`config.mk`:
```
export PLATFORM = sky130hd
export DESIGN_NAME = hdlc_framer
export DESIGN_NICKNAME = d
export VERILOG_FILES = /design/src/rtl/hdlc_pkg.sv /design/src/rtl/hdlc_stuff_enc.sv /design/src/rtl/hdlc_stuff_dec.sv /design/src/rtl/hdlc_framer.sv
export SDC_FILE = /design/constraint.sdc
export NUM_CORES = 1
export LEC_CHECK = 0
export BUFFER_PORTS_ARGS = -buffer_cell sky130_fd_sc_hd__buf_2
export CAP_MARGIN = 25
export CORE_ASPECT_RATIO = 1.1
export CORE_MARGIN = 1
export CORE_UTILIZATION = 46
export DETAILED_ROUTE_END_ITERATION = 6
export PLACE_DENSITY_LB_ADDON = 0.1
export SYNTH_ARGS = -nofsm -noshare
export SYNTH_HDL_FRONTEND = slang
export SYNTH_SLANG_ARGS = --single-unit
```
`constraint.sdc`:
```
create_clock -name clk -period 3.9 [get_ports clk]
set_clock_uncertainty 0.15 [all_clocks]
set_input_delay 0.78 -clock clk [delete_from_list [all_inputs] [get_ports clk]]
set_output_delay 0.78 -clock clk [all_outputs]
set_load 0.1 [all_outputs]
```
`src/rtl/hdlc_pkg.sv`:
```
package hdlc_pkg;
    localparam int BYTE_W = 8;
    localparam logic [BYTE_W-1:0] FLAG_BYTE = 8'h7E;
    localparam logic [BYTE_W-1:0] ESC_BYTE  = 8'h7D;
    localparam logic [BYTE_W-1:0] ESC_MASK  = 8'h20;

    typedef enum logic [1:0] {
        ENC_IDLE,
        ENC_BODY,
        ENC_ESC2,
        ENC_CLOSE
    } enc_state_t;

    typedef enum logic {
        DEC_EMPTY,
        DEC_HOLD
    } dec_state_t;

    function automatic logic is_special(input logic [BYTE_W-1:0] b);
        return (b == FLAG_BYTE) || (b == ESC_BYTE);
    endfunction
endpackage

```
`src/rtl/hdlc_stuff_enc.sv`:
```
module hdlc_stuff_enc
    import hdlc_pkg::*;
(
    input  logic              clk,
    input  logic              rst_n,
    input  logic              in_valid,
    input  logic [BYTE_W-1:0] in_data,
    input  logic              in_last,
    output logic              in_ready,
    output logic              out_valid,
    output logic [BYTE_W-1:0] out_data,
    input  logic              out_ready
);
    enc_state_t state_q, state_d;

    // state register
    always_ff @(posedge clk) begin
        if (!rst_n) state_q <= ENC_IDLE;
        else        state_q <= state_d;
    end

    // next state
    always_comb begin
        state_d = state_q;
        unique case (state_q)
            ENC_IDLE:  if (in_valid && out_ready) state_d = ENC_BODY;
            ENC_BODY: begin
                if (in_valid && out_ready) begin
                    if (is_special(in_data)) state_d = ENC_ESC2;
                    else if (in_last)        state_d = ENC_CLOSE;
                end
            end
            ENC_ESC2:  if (in_valid && out_ready) state_d = in_last ? ENC_CLOSE : ENC_BODY;
            ENC_CLOSE: if (out_ready) state_d = ENC_IDLE;
            default:   state_d = ENC_IDLE;
        endcase
    end

    // outputs
    always_comb begin
        out_valid = 1'b0;
        out_data  = FLAG_BYTE;
        in_ready  = 1'b0;
        unique case (state_q)
            ENC_IDLE: begin
                out_valid = in_valid;
                out_data  = FLAG_BYTE;
            end
            ENC_BODY: begin
                out_valid = in_valid;
                if (is_special(in_data)) begin
                    out_data = ESC_BYTE;
                end else begin
                    out_data = in_data;
                    in_ready = out_ready;
                end
            end
            ENC_ESC2: begin
                out_valid = in_valid;
                out_data  = in_data ^ ESC_MASK;
                in_ready  = out_ready;
            end
            ENC_CLOSE: begin
                out_valid = 1'b1;
                out_data  = FLAG_BYTE;
            end
            default: ;
        endcase
    end

    AST_ENC_PAIR_SECOND: assert property (@(posedge clk) disable iff (!rst_n)
        (out_valid && out_ready && state_q == ENC_BODY && out_data == ESC_BYTE)
        |=> (out_valid && (out_data == 8'h5E || out_data == 8'h5D)));
    AST_ENC_NO_RAW_SPECIAL: assert property (@(posedge clk) disable iff (!rst_n)
        (in_valid && in_ready && is_special(in_data)) |-> (out_data != in_data));
    AST_ENC_STALL_ON_ESC: assert property (@(posedge clk) disable iff (!rst_n)
        (state_q == ENC_BODY && out_valid && out_data == ESC_BYTE) |-> !in_ready);
    AST_ENC_CLOSE_FLAG: assert property (@(posedge clk) disable iff (!rst_n)
        (in_valid && in_ready && in_last) |=> (out_valid && out_data == FLAG_BYTE));
    AST_ENC_HOLD: assert property (@(posedge clk) disable iff (!rst_n)
        (out_valid && !out_ready) |=> (out_valid && $stable(out_data)));
endmodule

```
`src/rtl/hdlc_stuff_dec.sv`:
```
module hdlc_stuff_dec
    import hdlc_pkg::*;
(
    input  logic              clk,
    input  logic              rst_n,
    input  logic              in_valid,
    input  logic [BYTE_W-1:0] in_data,
    output logic              in_ready,
    output logic              out_valid,
    output logic [BYTE_W-1:0] out_data,
    output logic              out_last,
    output logic              out_err,
    input  logic              out_ready
);
    dec_state_t        state_q, state_d;
    logic              esc_q, esc_d;
    logic [BYTE_W-1:0] hold_q, hold_d;
    logic              got_flag, esc_start, take;
    logic [BYTE_W-1:0] plain;

    assign got_flag  = (in_data == FLAG_BYTE);
    assign esc_start = !esc_q && (in_data == ESC_BYTE);
    assign plain     = esc_q ? (in_data ^ ESC_MASK) : in_data;
    assign take      = in_valid && in_ready;

    // state register
    always_ff @(posedge clk) begin
        if (!rst_n) begin
            state_q <= DEC_EMPTY;
            esc_q   <= 1'b0;
            hold_q  <= '0;
        end else begin
            state_q <= state_d;
            esc_q   <= esc_d;
            hold_q  <= hold_d;
        end
    end

    // next state
    always_comb begin
        state_d = state_q;
        esc_d   = esc_q;
        hold_d  = hold_q;
        if (take) begin
            if (got_flag) begin
                state_d = DEC_EMPTY;
                esc_d   = 1'b0;
            end else if (esc_start) begin
                esc_d   = 1'b1;
            end else begin
                hold_d  = plain;
                state_d = DEC_HOLD;
                esc_d   = 1'b0;
            end
        end
    end

    // outputs
    always_comb begin
        out_valid = 1'b0;
        out_data  = hold_q;
        out_last  = 1'b0;
        out_err   = 1'b0;
        in_ready  = 1'b1;
        unique case (state_q)
            DEC_EMPTY: ;
            DEC_HOLD: begin
                if (in_valid && !esc_start) begin
                    out_valid = 1'b1;
                    in_ready  = out_ready;
                    if (got_flag) begin
                        out_last = 1'b1;
                        out_err  = esc_q;
                    end
                end
            end
            default: ;
        endcase
    end

    AST_DEC_FLAG_EMPTIES: assert property (@(posedge clk) disable iff (!rst_n)
        (in_valid && in_ready && in_data == FLAG_BYTE) |=> !out_valid);
    AST_DEC_ESC_CLEARS: assert property (@(posedge clk) disable iff (!rst_n)
        (esc_q && in_valid && in_ready) |=> !esc_q);
    AST_DEC_ERR_WITH_LAST: assert property (@(posedge clk) disable iff (!rst_n)
        (out_valid && out_err) |-> out_last);
    AST_DEC_HOLD: assert property (@(posedge clk) disable iff (!rst_n)
        (out_valid && !out_ready) |=> (out_valid && $stable(out_data) && $stable(out_last)));
endmodule

```
`src/rtl/hdlc_framer.sv`:
```
module hdlc_framer
    import hdlc_pkg::*;
(
    input  logic              clk,
    input  logic              rst_n,
    input  logic              tx_pl_valid,
    input  logic [BYTE_W-1:0] tx_pl_data,
    input  logic              tx_pl_last,
    output logic              tx_pl_ready,
    output logic              tx_ln_valid,
    output logic [BYTE_W-1:0] tx_ln_data,
    input  logic              tx_ln_ready,
    input  logic              rx_ln_valid,
    input  logic [BYTE_W-1:0] rx_ln_data,
    output logic              rx_ln_ready,
    output logic              rx_pl_valid,
    output logic [BYTE_W-1:0] rx_pl_data,
    output logic              rx_pl_last,
    output logic              rx_pl_err,
    input  logic              rx_pl_ready
);
    hdlc_stuff_enc u_enc (
        .clk       (clk),
        .rst_n     (rst_n),
        .in_valid  (tx_pl_valid),
        .in_data   (tx_pl_data),
        .in_last   (tx_pl_last),
        .in_ready  (tx_pl_ready),
        .out_valid (tx_ln_valid),
        .out_data  (tx_ln_data),
        .out_ready (tx_ln_ready)
    );

    hdlc_stuff_dec u_dec (
        .clk       (clk),
        .rst_n     (rst_n),
        .in_valid  (rx_ln_valid),
        .in_data   (rx_ln_data),
        .in_ready  (rx_ln_ready),
        .out_valid (rx_pl_valid),
        .out_data  (rx_pl_data),
        .out_last  (rx_pl_last),
        .out_err   (rx_pl_err),
        .out_ready (rx_pl_ready)
    );

    AST_TOP_OPEN_FLAG: assert property (@(posedge clk) disable iff (!rst_n)
        (tx_ln_valid && !tx_pl_ready && $past(!tx_ln_valid)) |-> (tx_ln_data == FLAG_BYTE));
endmodule

```
## Word-level counts from Yosys, hierarchy flattened

Index checks and enable logic that the tools add are counted.

- Bits in registers: 12
- Bits in latches: 0
- RAM bits: 0
- Bits in read-only memories: 0
- Input bits: 23
- Memories kept: 0

- Add/sub/neg operators: 0
- Multipliers: 0
- Div/mod/pow operators: 0
- Magnitude comparators: 0
- Equal/unequal tests: 13
- Shifts and indexed selects: 0
- Muxes and demuxes: 28
- Bitwise gates (word level): 4
- Reduce and logical (&&, ||, !) cells: 13

Operators with widths:

| kind | number |
|---|---|
| $eq A8 B7 Y1 const B | 4 |
| $pmux W8 S3 | 1 |
| $mux W1 | 15 |
| $mux W2 | 7 |
| $mux W8 | 1 |
| $ne A2 B1 Y1 const B | 4 |
| $pmux W2 S4 | 1 |
| $mux W6 | 1 |
| $reduce_and A5 Y1 | 1 |
| $eq A2 B2 Y1 const B | 2 |
| $logic_and A1 B1 Y1 | 4 |
| $not A1 Y1 | 4 |
| $pmux W1 S2 | 2 |
| $ne A3 B2 Y1 const B | 1 |
| $reduce_and A3 Y1 | 1 |
| $reduce_or A3 Y1 | 1 |
| $eq A2 B1 Y1 const B | 1 |
| $logic_not A1 Y1 | 2 |
| $logic_not A2 Y1 | 1 |
| $ne A2 B2 Y1 const B | 1 |
| $reduce_and A2 Y1 | 1 |
| $reduce_or A2 Y1 | 1 |
| $logic_or A1 B1 Y1 | 1 |

## Longest topological paths before layout

Gate-level depths: netlist (run 1).

- Depth in word-level cells: 8
- Depth in mapped cells: 6
- Mapped depth without buffers: 6

## By module

Synthesis (run 1) repeated with hierarchy kept, for this count alone.

- Cell total of the unflattened synthesis: 104
- Area, all modules: 873.3 um^2

By module, submodules not included:

| module | times used | cells an instance | area an instance (um^2) | seq. area each (um^2) |
|---|---|---|---|---|
| hdlc_stuff_dec | 1 | 57 | 514.2 | 200.2 |
| hdlc_stuff_enc | 1 | 47 | 359.1 | 40.0 |

## Least setup slack after synthesis (run 1)

No wires, ideal clock.

- Kind: input port to output port
- Start point: input port rx_ln_data[7]
- End point: output port rx_pl_err
- Arrival time: 5.022 ns
- Path slack: -2.052 ns
- Stages on the path: 3
- Buffers on the path: 0
- Path through: nand4b_1 -> nor4_1 -> and2_1

- Word-level cells in the longest chain between the ends: 6

Ends and longest elaborated chain:

| what | RTL line | text |
|---|---|---|
| from (decl) | hdlc_framer.sv:14 | `input logic [BYTE_W-1:0] rx_ln_data,` |
| $eq A8 B7 Y1 | hdlc_stuff_dec.sv:22 | `assign esc_start = !esc_q && (in_data == ESC_BYTE);` |
| $logic_and A1 B1 Y1 | hdlc_stuff_dec.sv:22 |  |
| $logic_not A1 Y1 | hdlc_stuff_dec.sv:68 | `if (in_valid && !esc_start) begin` |
| $logic_and A1 B1 Y1 | hdlc_stuff_dec.sv:68 |  |
| $mux W1 * | hdlc_stuff_dec.sv:68 |  |
| $mux W1 * | hdlc_stuff_dec.sv:65 | `unique case (state_q)` |
| to (decl) | hdlc_framer.sv:19 | `output logic rx_pl_err,` |

Mark *: on every way between the ends. The rest lies on a longest branch, timed or not.

## Worst setup path after layout (run 1)

- Start point: input port rx_ln_data[7]
- End point: output port rx_ln_ready

- Word-level cells in the longest chain between the ends: 6

Ends and longest elaborated chain:

| what | RTL line | text |
|---|---|---|
| $eq A8 B7 Y1 | hdlc_stuff_dec.sv:22 |  |
| $logic_and A1 B1 Y1 | hdlc_stuff_dec.sv:22 |  |
| $logic_not A1 Y1 | hdlc_stuff_dec.sv:68 |  |
| $logic_and A1 B1 Y1 | hdlc_stuff_dec.sv:68 |  |
| $mux W1 | hdlc_stuff_dec.sv:68 |  |
| $mux W1 | hdlc_stuff_dec.sv:65 |  |
| to (decl) | hdlc_framer.sv:15 | `output logic rx_ln_ready,` |

Every way passes these cells.

==> impl_metrics.csv, run 1 <==
group,metric,value,unit
routing,wl_per_cell,12.5,um
floorplan,rows,15,
pwr,combPwrFrac,0.746,
worst_setup_path,rr_startpoint,"u_enc.state_q[0]",
timing,period_share,0.798,
clock_tree,clk_path_buf_depth,2,
placement,dp_slack,794,ps
worst_setup_path,reg2reg_depth,5,
routing,wirelength,2030,um
global_route,grt_overflow_total,0,
clock_tree,root_buffer,"clkbuf_4",
global_route,gr-usage-all-layers,0.215,
pwr,p_leak,0.536,nW
cells_and_area,syn_to_final_growth,33.1,%
floorplan,die_w,42.3,um
synth,synth-edff-count,0,
timing,fin_crit,3110,ps
worst_setup_path,cp.arrival,2180,ps
synth,synth_top_area_cell,"dfxtp_1",
clock_tree,cts_resized,0,
synth,synth_commonest_cells,"dfxtp_1 (12), a21oi_1 (10), o21ai_0 (9)",
flow_run,maxCapViolations,0,
synth,yosys_warnings,0,
cells_and_area,n_antenna_cell,0,
synth,ys_seq_elements,12,
placement,portBuffers,44,
min_path,hold_path.class,"flip-flop to flip-flop",
clock_tree,clock_latency,280,ps
clock_tree,clkTransAtPathRegs,80,ps
routing,drt_iter0_drc,9,
synth,yosysSeqAreaShare,0.293,
synth,syn_avg_cell_area,8.13,um^2
timing,rsz0062_at_grt,"false",
worst_setup_path,start_kind,"input port",
routing,antenna_left,0,
cells_and_area,nFillCells,146,
routing,drtPass1Iterations,4,
synth,synthesis.nets,129,
pwr,powerDensity,901,nW/um^2
timing,setup_viol,0,
global_route,grt_pass1_wl,3210,um
clock_tree,clock-sinks,12,
routing,num_vias,889,
worst_setup_path,reg2reg_slack,2020,ps
worst_setup_path,path_class,"input port to output port",
worst_setup_path,r2r-end,"u_enc.state_q[0]",
cells_and_area,drive_gt1_frac,0.393,
clock_tree,cts_buffers,3,
synth,dominantRegCellSynth,"dfxtp_1",
pwr,p_clk_frac,0.104,
timing,drv_slew,0,
synth,ys_async_sr_fraction,0,
timing,fin_ws,788,ps
min_path,worstHoldStart,"u_dec.out_data[4]",
timing,slew_headroom,0.634,
clock_tree,cts_post_setup_buffers_inserted,0,
pwr,vdd_ir_drop_max,0.467,mV
global_route,grt_max_degree,13,
timing,hold_viol,0,
routing,drt_drc_violations_left,0,
clock_tree,holdBufCountCts,0,
pwr,internal_power,0.325,mW
clock_tree,tritoncts,"done",
status,outcome,"finished clean",
synth,synth_top_area_share,0.293,
min_path,whs_path_depth,2,
timing,tightest_slew,545,ps
synth,syn_area,821,um^2
floorplan,num_io_pins,45,
floorplan,die_area,1960,um^2
worst_setup_path,cp.required,2970,ps
min_path,hold_end,"u_dec.out_data[4]",
synth,synthCells,101,
worst_setup_path,crit_path_max_fanout,4,
floorplan,core,1610,um^2
timing,clock.fmax,321,MHz
worst_setup_path,critPathCaptureType,"output port",
placement,dp_hpwl,1600,um
cells_and_area,final_nets,174,
timing,tns,0,ps
floorplan,dieHeight,46.3,um
global_route,grt_pass1_vias,778,
routing,via_per_inst,5.49,
pwr,power.switching,0.659,mW
synth,synthTopCellsByArea,"dfxtp_1 (29%), ha_1 (7.6%), a21oi_1 (6.1%)",
pwr,seq_power_share,0.150,
synth,post-synth-top-count-cell,"dfxtp_1",
clock_tree,cts_max_level,1,
floorplan,start_util,0.509,
global_route,antenna_found_initial,0,
placement,gp_congestion,0.777,
synth,yosysUniqueCellTypes,42,
pwr,switching_share,0.670,
power groups by stage:
stage | sequential, mW | clock, mW | combinational [mW]
floorplan | 0.185 | 0 | 0.606
global placement | 0.149 | 0 | 0.731
detailed placement | 0.151 | 0 | 0.736
CTS | 0.148 | 0.105 | 0.738
global route | 0.150 | 0.111 | 0.768
finish | 0.148 | 0.102 | 0.734
worst max-delay path by stage:
stage	start	endpoint	slack (ps)	cells after the start
2_1_floorplan	rx_ln_data[7]	rx_pl_err	160	3
3_3_place_gp	rx_ln_data[7]	rx_ln_ready	810	5
3_5_place_dp	rx_ln_data[7]	rx_ln_ready	790	5
4_1_cts	rx_ln_data[7]	rx_ln_ready	800	5
5_1_grt	rx_ln_data[7]	rx_ln_ready	730	5
6_report	rx_ln_data[7]	rx_ln_ready	790	5
metal layers:
metal / track usage / up-vias / routed length (um)
met5: 0 / - / 0
li1: - / 460 / -
met2: 0.397 / 30 / 1050
met3: 0.0157 / 4 / 88
met1: 0.254 / 395 / 866
met4: 0.106 / 0 / 26
layout by cell type, fill, tap and decap left out, drive strengths merged, types with 4 or more instances in the layout:
cell type  count
o21ai         10
a21o           5
nand2          6
ha             5
inv            7
a21oi         10
clkbuf         4
dfxtp         12
nand3          7
nor2           4
buf           44
final cells by class:
| class | count | area [um^2] | share of cell area |
|---|---|---|---|
| sequential | 12 | 240 | 0.220 |
| timing repair buffer | 44 | 220 | 0.202 |
| tap | 17 | 21.3 | 0.0195 |
| inverter | 7 | 26.3 | 0.0241 |
| multi-input combinational | 78 | 548 | 0.502 |
| clock buffer | 4 | 36.3 | 0.0332 |
sequential cells by signal, indices dropped and copies added (netlist names):
register,flops
u_dec.esc_q,1
u_dec.out_data,8
u_dec.state_q,1
u_enc.state_q,2
worst max-delay path, cell delays in order:
cell and delay, ps:
buf_2 110, nand4b_1 310, nor3_1 410, or3_1 160, buf_2 410
cells by family (layout without fill, tap and decap cells):
group	count (synthesis)	count (layout)	share of synthesized area
xor gates and xnor gates	2	2	0.0213
AOI/OAI and AO/OA	39	39	0.328
DFF	12	12	0.293
buffers and inverters	11	55	0.0595
adders and majority gates	5	5	0.0762
muxes	1	1	0.0137
and+or+nand+nor	31	31	0.209
stage by stage:
stage	total power [mW]	util	hold WS [ps]	cells	area, um^2
floorplan	0.791	-	317	101	837
global placement	0.881	0.654	309	158	1060
detailed placement	0.887	0.654	313	158	1060
CTS	0.991	0.677	324	162	1090
global route	1.03	0.677	353	162	1090
finish	0.984	0.677	324	162	1090
Note: power is estimated with default switching activity, not from simulation.
==> run 2: changes to the inputs <==
Settings changed: CORE_UTILIZATION 46 to 39.
Clock period 3.9 ns to 2.5 ns, I/O delays scaled along.
==> run 2 against run 1 <==
Compared with the run above:
- register-to-register slack got worse by 1300 ps
- core utilization decreased by 2.0 points
- first-iteration DRC count is 130% higher
- global-route usage fell by 0.28 points
- clock power up 57%
- worst hold slack got worse by 16 ps
- sequential power grew 59%
- clock-buffer cell count is the same
- final cell count up 9.3%
- total power up 88%
- combinational power grew 99%
- critical endpoint is now tx_ln_data[1]
- largest cell class unchanged
- highest routed layer unchanged
==> impl_metrics.csv, run 2 (synthesis results as in run 1) <==
group,metric,value,unit
cells_and_area,final_nets,178,
worst_setup_path,cp.arrival,1780,ps
cells_and_area,multi_input_area,566,um^2
timing,slew_headroom,0.638,
cells_and_area,nFillCells,203,
global_route,grt_pass1_vias,858,
timing,clock.fmax,412,MHz
clock_tree,clock-sinks,12,
worst_setup_path,path_class,"flip-flop to output port",
timing,fin_crit,2430,ps
cells_and_area,syn_to_final_growth,60.1,%
routing,antenna_left,0,
status,outcome,"finished clean",
clock_tree,cts_resized,2,
placement,portBuffers,44,
pwr,vdd_ir_drop_max,1.11,mV
timing,hold_viol,0,
cells_and_area,n_antenna_cell,0,
clock_tree,clock_latency,280,ps
min_path,hold_path.class,"input port to flip-flop",
worst_setup_path,start_kind,"flip-flop",
timing,drv_slew,0,
floorplan,num_io_pins,45,
global_route,gr-usage-all-layers,0.212,
global_route,antenna_found_initial,0,
clock_tree,cts_post_setup_buffers_inserted,0,
global_route,grt_max_degree,13,
pwr,p_leak,0.609,nW
global_route,grt_pass1_wl,3640,um
cells_and_area,largest_reg_flops,8,
floorplan,start_util,0.411,
placement,dp_hpwl,1720,um
cells_and_area,final_area,1310,um^2
clock_tree,holdBufCountCts,0,
cells_and_area,fin_util,0.657,
routing,wirelength,2190,um
cells_and_area,final_cell_mix,"buf_2 (32), a21oi_1 (10), buf_12 (10), dfxtp_1 (10), o21ai_0 (9)",
cells_and_area,drive_gt1_frac,0.456,
floorplan,dieHeight,50.1,um
floorplan,die_area,2290,um^2
cells_and_area,regArea,245,um^2
worst_setup_path,critPathCaptureType,"output port",
clock_tree,clkTransAtPathRegs,80,ps
worst_setup_path,cp.required,1850,ps
floorplan,rows,17,
timing,rsz0062_at_grt,"false",
flow_run,maxCapViolations,0,
timing,tns,0,ps
pwr,powerDensity,1410,nW/um^2
clock_tree,tritoncts,"done",
timing,setup_viol,0,
placement,placed_area,1250,um^2
global_route,grt_overflow_total,0,
clock_tree,clk_path_buf_depth,2,
routing,via_per_inst,5.39,
routing,wl_per_cell,12.4,um
clock_tree,root_buffer,"clkbuf_4",
routing,drt_drc_violations_left,0,
timing,tightest_slew,539,ps
routing,drtPass1Iterations,4,
routing,num_vias,954,
placement,gp_congestion,0.814,
routing,drt_iter0_drc,21,
timing,period_share,0.971,
cells_and_area,final_common_cell,"buf_2",
worst_setup_path,crit_path_max_fanout,7,
clock_tree,cts_buffers,3,
clock_tree,cts_max_level,1,
floorplan,core,2000,um^2
floorplan,die_w,45.7,um
## run 2: changes by cell type in the layout (fill, tap and decap cells not counted), moves of 2 or more
| cell | before | now |
|---|---|---|
| nor2_1 | 4 | 2 |
| buf_12 | 0 | 10 |
| buf_2 | 44 | 32 |
| buf_4 | 0 | 6 |
| dfxtp_1 | 12 | 10 |
| nor2_2 | 0 | 2 |
## run 2: path summary, 6_finish.rpt
kind                startpoint                 to  slack [ps]  depth (start not counted)
max           u_enc.state_q[0]      tx_ln_data[1]          70                          5
min              rx_ln_data[7]  u_dec.out_data[7]         310                          3
max reg2reg   u_enc.state_q[0]   u_enc.state_q[1]         710                          5
min reg2reg  u_dec.out_data[0]  u_dec.out_data[0]         330                          2
## run 2: per-layer routing
metal	vias to the layer above	GRT usage	wire, um
met5	-	0	0
met4	0	0.108	64
met3	9	0.0110	141
met2	47	0.367	1090
met1	431	0.253	895
li1	467	-	-
## run 2: layout make-up
cell class / count / share of cell area
clock buffer: 4 / 0.0276
inverter: 7 / 0.0200
multi-input combinational: 78 / 0.430
sequential: 12 / 0.187
tap: 28 / 0.0267
timing repair buffer: 48 / 0.309
## run 2: worst max-delay path, cell delays in order (launching register included)
cell	delay, ps
dfxtp_4	380
inv_1	70
ha_1	240
or2_2	370
a31o_2	270
buf_12	160
## run 2: through the flow
step	cells	hold WS, ps	power (mW)	setup WS (ps)
floorplan	101	317	1.23	-544
global placement	173	311	1.66	167
detailed placement	173	316	1.67	148
CTS	177	312	1.84	27.1
global route	177	325	1.92	5.34
finish	177	308	1.85	71.7
## run 2: report_power, final
| group | internal [mW] | switching [mW] | total [mW] |
|---|---|---|---|
| Sequential | 0.216 | 0.0194 | 0.235 |
| Combinational | 0.462 | 0.996 | 1.46 |
| Clock | 0.0887 | 0.0713 | 0.160 |
==> run 3: changes to the inputs <==
Settings changed: CORE_ASPECT_RATIO 1.1 to 1.25, GPL_TIMING_DRIVEN from default to 1.
==> run 3 against run 2 <==
Compared with the run above:
- total power about the same
- fmax about the same
- worst setup slack worse by 2.0 ps
- largest power group unchanged
- critical endpoint unchanged
- sequential share of layout area increased by 0.14 points
- sequential power about the same
- cell area down 0.76%
- largest cell class unchanged
- worst hold slack better by 19 ps
- non-clock buffer count did not move
- critical path depth stayed put
- core utilization is 0.076 points higher
- first-iteration DRC count fell by 33%
- sequential cell count is the same
==> impl_metrics.csv, run 3 (synthesis results as in run 1) <==
group,metric,value,unit
status,outcome,"finished clean",
timing,clock.fmax,411,MHz
worst_setup_path,critPathMaxStageDelay,380,ps
pwr,powerDensity,1420,nW/um^2
cells_and_area,multi_input_area,566,um^2
cells_and_area,final_cell_mix,"buf_2 (32), a21oi_1 (10), buf_12 (10), dfxtp_1 (10), o21ai_0 (9)",
cells_and_area,final_nets,178,
floorplan,rows,18,
min_path,worstHoldStart,"u_dec.out_data[2]",
pwr,p_leak,0.609,nW
worst_setup_path,cp.arrival,1780,ps
worst_setup_path,slowest_stage,"dfxtp_4",
cells_and_area,final_common_cell,"buf_2",
min_path,hold_path.class,"flip-flop to flip-flop",
timing,setup_viol,0,
global_route,grt_pass1_vias,843,
timing,slew_headroom,0.651,
timing,tightest_slew,519,ps
clock_tree,cts_buffers,3,
routing,drt_iter0_drc,14,
cells_and_area,fin_util,0.658,
cells_and_area,nFillCells,176,
global_route,grt_overflow_total,0,
min_path,hold_end,"u_dec.out_data[2]",
pwr,finalPower,1.85,mW
placement,dp_hpwl,1740,um
placement,portBuffers,44,
placement,placed_area,1240,um^2
cells_and_area,drive_gt1_frac,0.456,
floorplan,die_area,2290,um^2
timing,hold_viol,0,
routing,antenna_left,0,
routing,drtPass1Iterations,6,
placement,dp_slack,151,ps
worst_setup_path,cp.required,1850,ps
timing,fin_crit,2430,ps
floorplan,dieHeight,53.3,um
floorplan,num_io_pins,45,
worst_setup_path,crit_path_max_fanout,7,
floorplan,start_util,0.414,
pwr,vdd_ir_drop_max,1.02,mV
cells_and_area,largest_reg_flops,8,
clock_tree,cts_post_setup_buffers_inserted,0,
global_route,grt_max_degree,13,
routing,via_per_inst,5.73,
clock_tree,clock_latency,270,ps
clock_tree,cts_max_level,1,
global_route,antenna_found_initial,0,
worst_setup_path,crit_chain,"inv_1 > ha_1 > or2_2 > a31o_2 > buf_12",
clock_tree,tritoncts,"done",
worst_setup_path,path_class,"flip-flop to output port",
worst_setup_path,reg2reg_slack,710,ps
worst_setup_path,r2r-end,"u_enc.state_q[0]",
global_route,gr-usage-all-layers,0.196,
clock_tree,clk_path_buf_depth,2,
clock_tree,clkTransAtPathRegs,80,ps
timing,period_share,0.972,
min_path,whs_path_depth,2,
timing,drv_slew,0,
timing,fin_ws,69.7,ps
routing,wl_per_cell,13.1,um
clock_tree,clock-sinks,12,
worst_setup_path,critPathCaptureType,"output port",
floorplan,die_w,43.0,um
worst_setup_path,rr_startpoint,"u_enc.state_q[0]",
cells_and_area,syn_to_final_growth,58.8,%
clock_tree,root_buffer,"clkbuf_4",
placement,gp_congestion,0.758,
cells_and_area,n_antenna_cell,0,
cells_and_area,final_area,1300,um^2
routing,wirelength,2220,um
worst_setup_path,reg2reg_depth,5,
routing,drt_drc_violations_left,0,
global_route,grt_pass1_wl,3530,um
cells_and_area,regArea,245,um^2
floorplan,core,1980,um^2
routing,num_vias,968,
worst_setup_path,start_kind,"flip-flop",
timing,tns,0,ps
flow_run,maxCapViolations,0,
## run 3: cell type report
cell class / instances / area share
clock buffers: 4 / 0.0278
inverters: 7 / 0.0202
multi-input cells: 78 / 0.434
flip-flops and latches: 12 / 0.188
well taps: 20 / 0.0192
repair buffers: 48 / 0.311
## run 3: how the worst max path moves through the flow
stage | cells past startpoint | slack (ps) | startpoint | endpoint
after global placement | 6 | 170 | rx_ln_data[0] | rx_ln_ready
after global routing | 5 | -4 | u_enc.state_q[0] | tx_ln_data[1]
final | 5 | 70 | u_enc.state_q[0] | tx_ln_data[1]
after detailed placement | 6 | 150 | rx_ln_data[0] | rx_ln_ready
after floorplan | 3 | -540 | rx_ln_data[7] | rx_pl_err
after CTS | 5 | 30 | u_enc.state_q[1] | tx_ln_data[1]
## run 3: power breakdown
group / total (mW) / internal [mW] / switching, mW
registers: 0.235 / 0.216 / 0.0193
logic: 1.46 / 0.461 / 1.00
clock network: 0.155 / 0.0884 / 0.0667
## run 3: stage by stage
stage	hold slack, ps	cells
after global placement	309	165
after CTS	327	169
final	327	169
after floorplan	317	101
after global routing	341	169
after detailed placement	317	165
## run 3: metal layers
layer,up-vias,global-route usage,wire [um]
met5,-,0,0
met4,0,0.0606,10
met3,2,0.0102,87
met2,32,0.396,1240
met1,464,0.214,879
li1,470,-,-
## run 3: repair_timing
item | CTS | global route
pin swaps | 0 | 0
hold buffers | 0 | 0
resized for setup | 2 | 6
setup endpoints to repair | 3 | 9
## run 3: worst max-delay path, delay by kind of cell, from the launching register on
family | cells | cell delay, ps
AO/OA/AOI/OAI | 1 | 270
adder cells (fa/ha/maj) | 1 | 240
buffers and inverters | 2 | 240
flip-flops | 1 | 380
AND/OR/NAND/NOR | 1 | 370
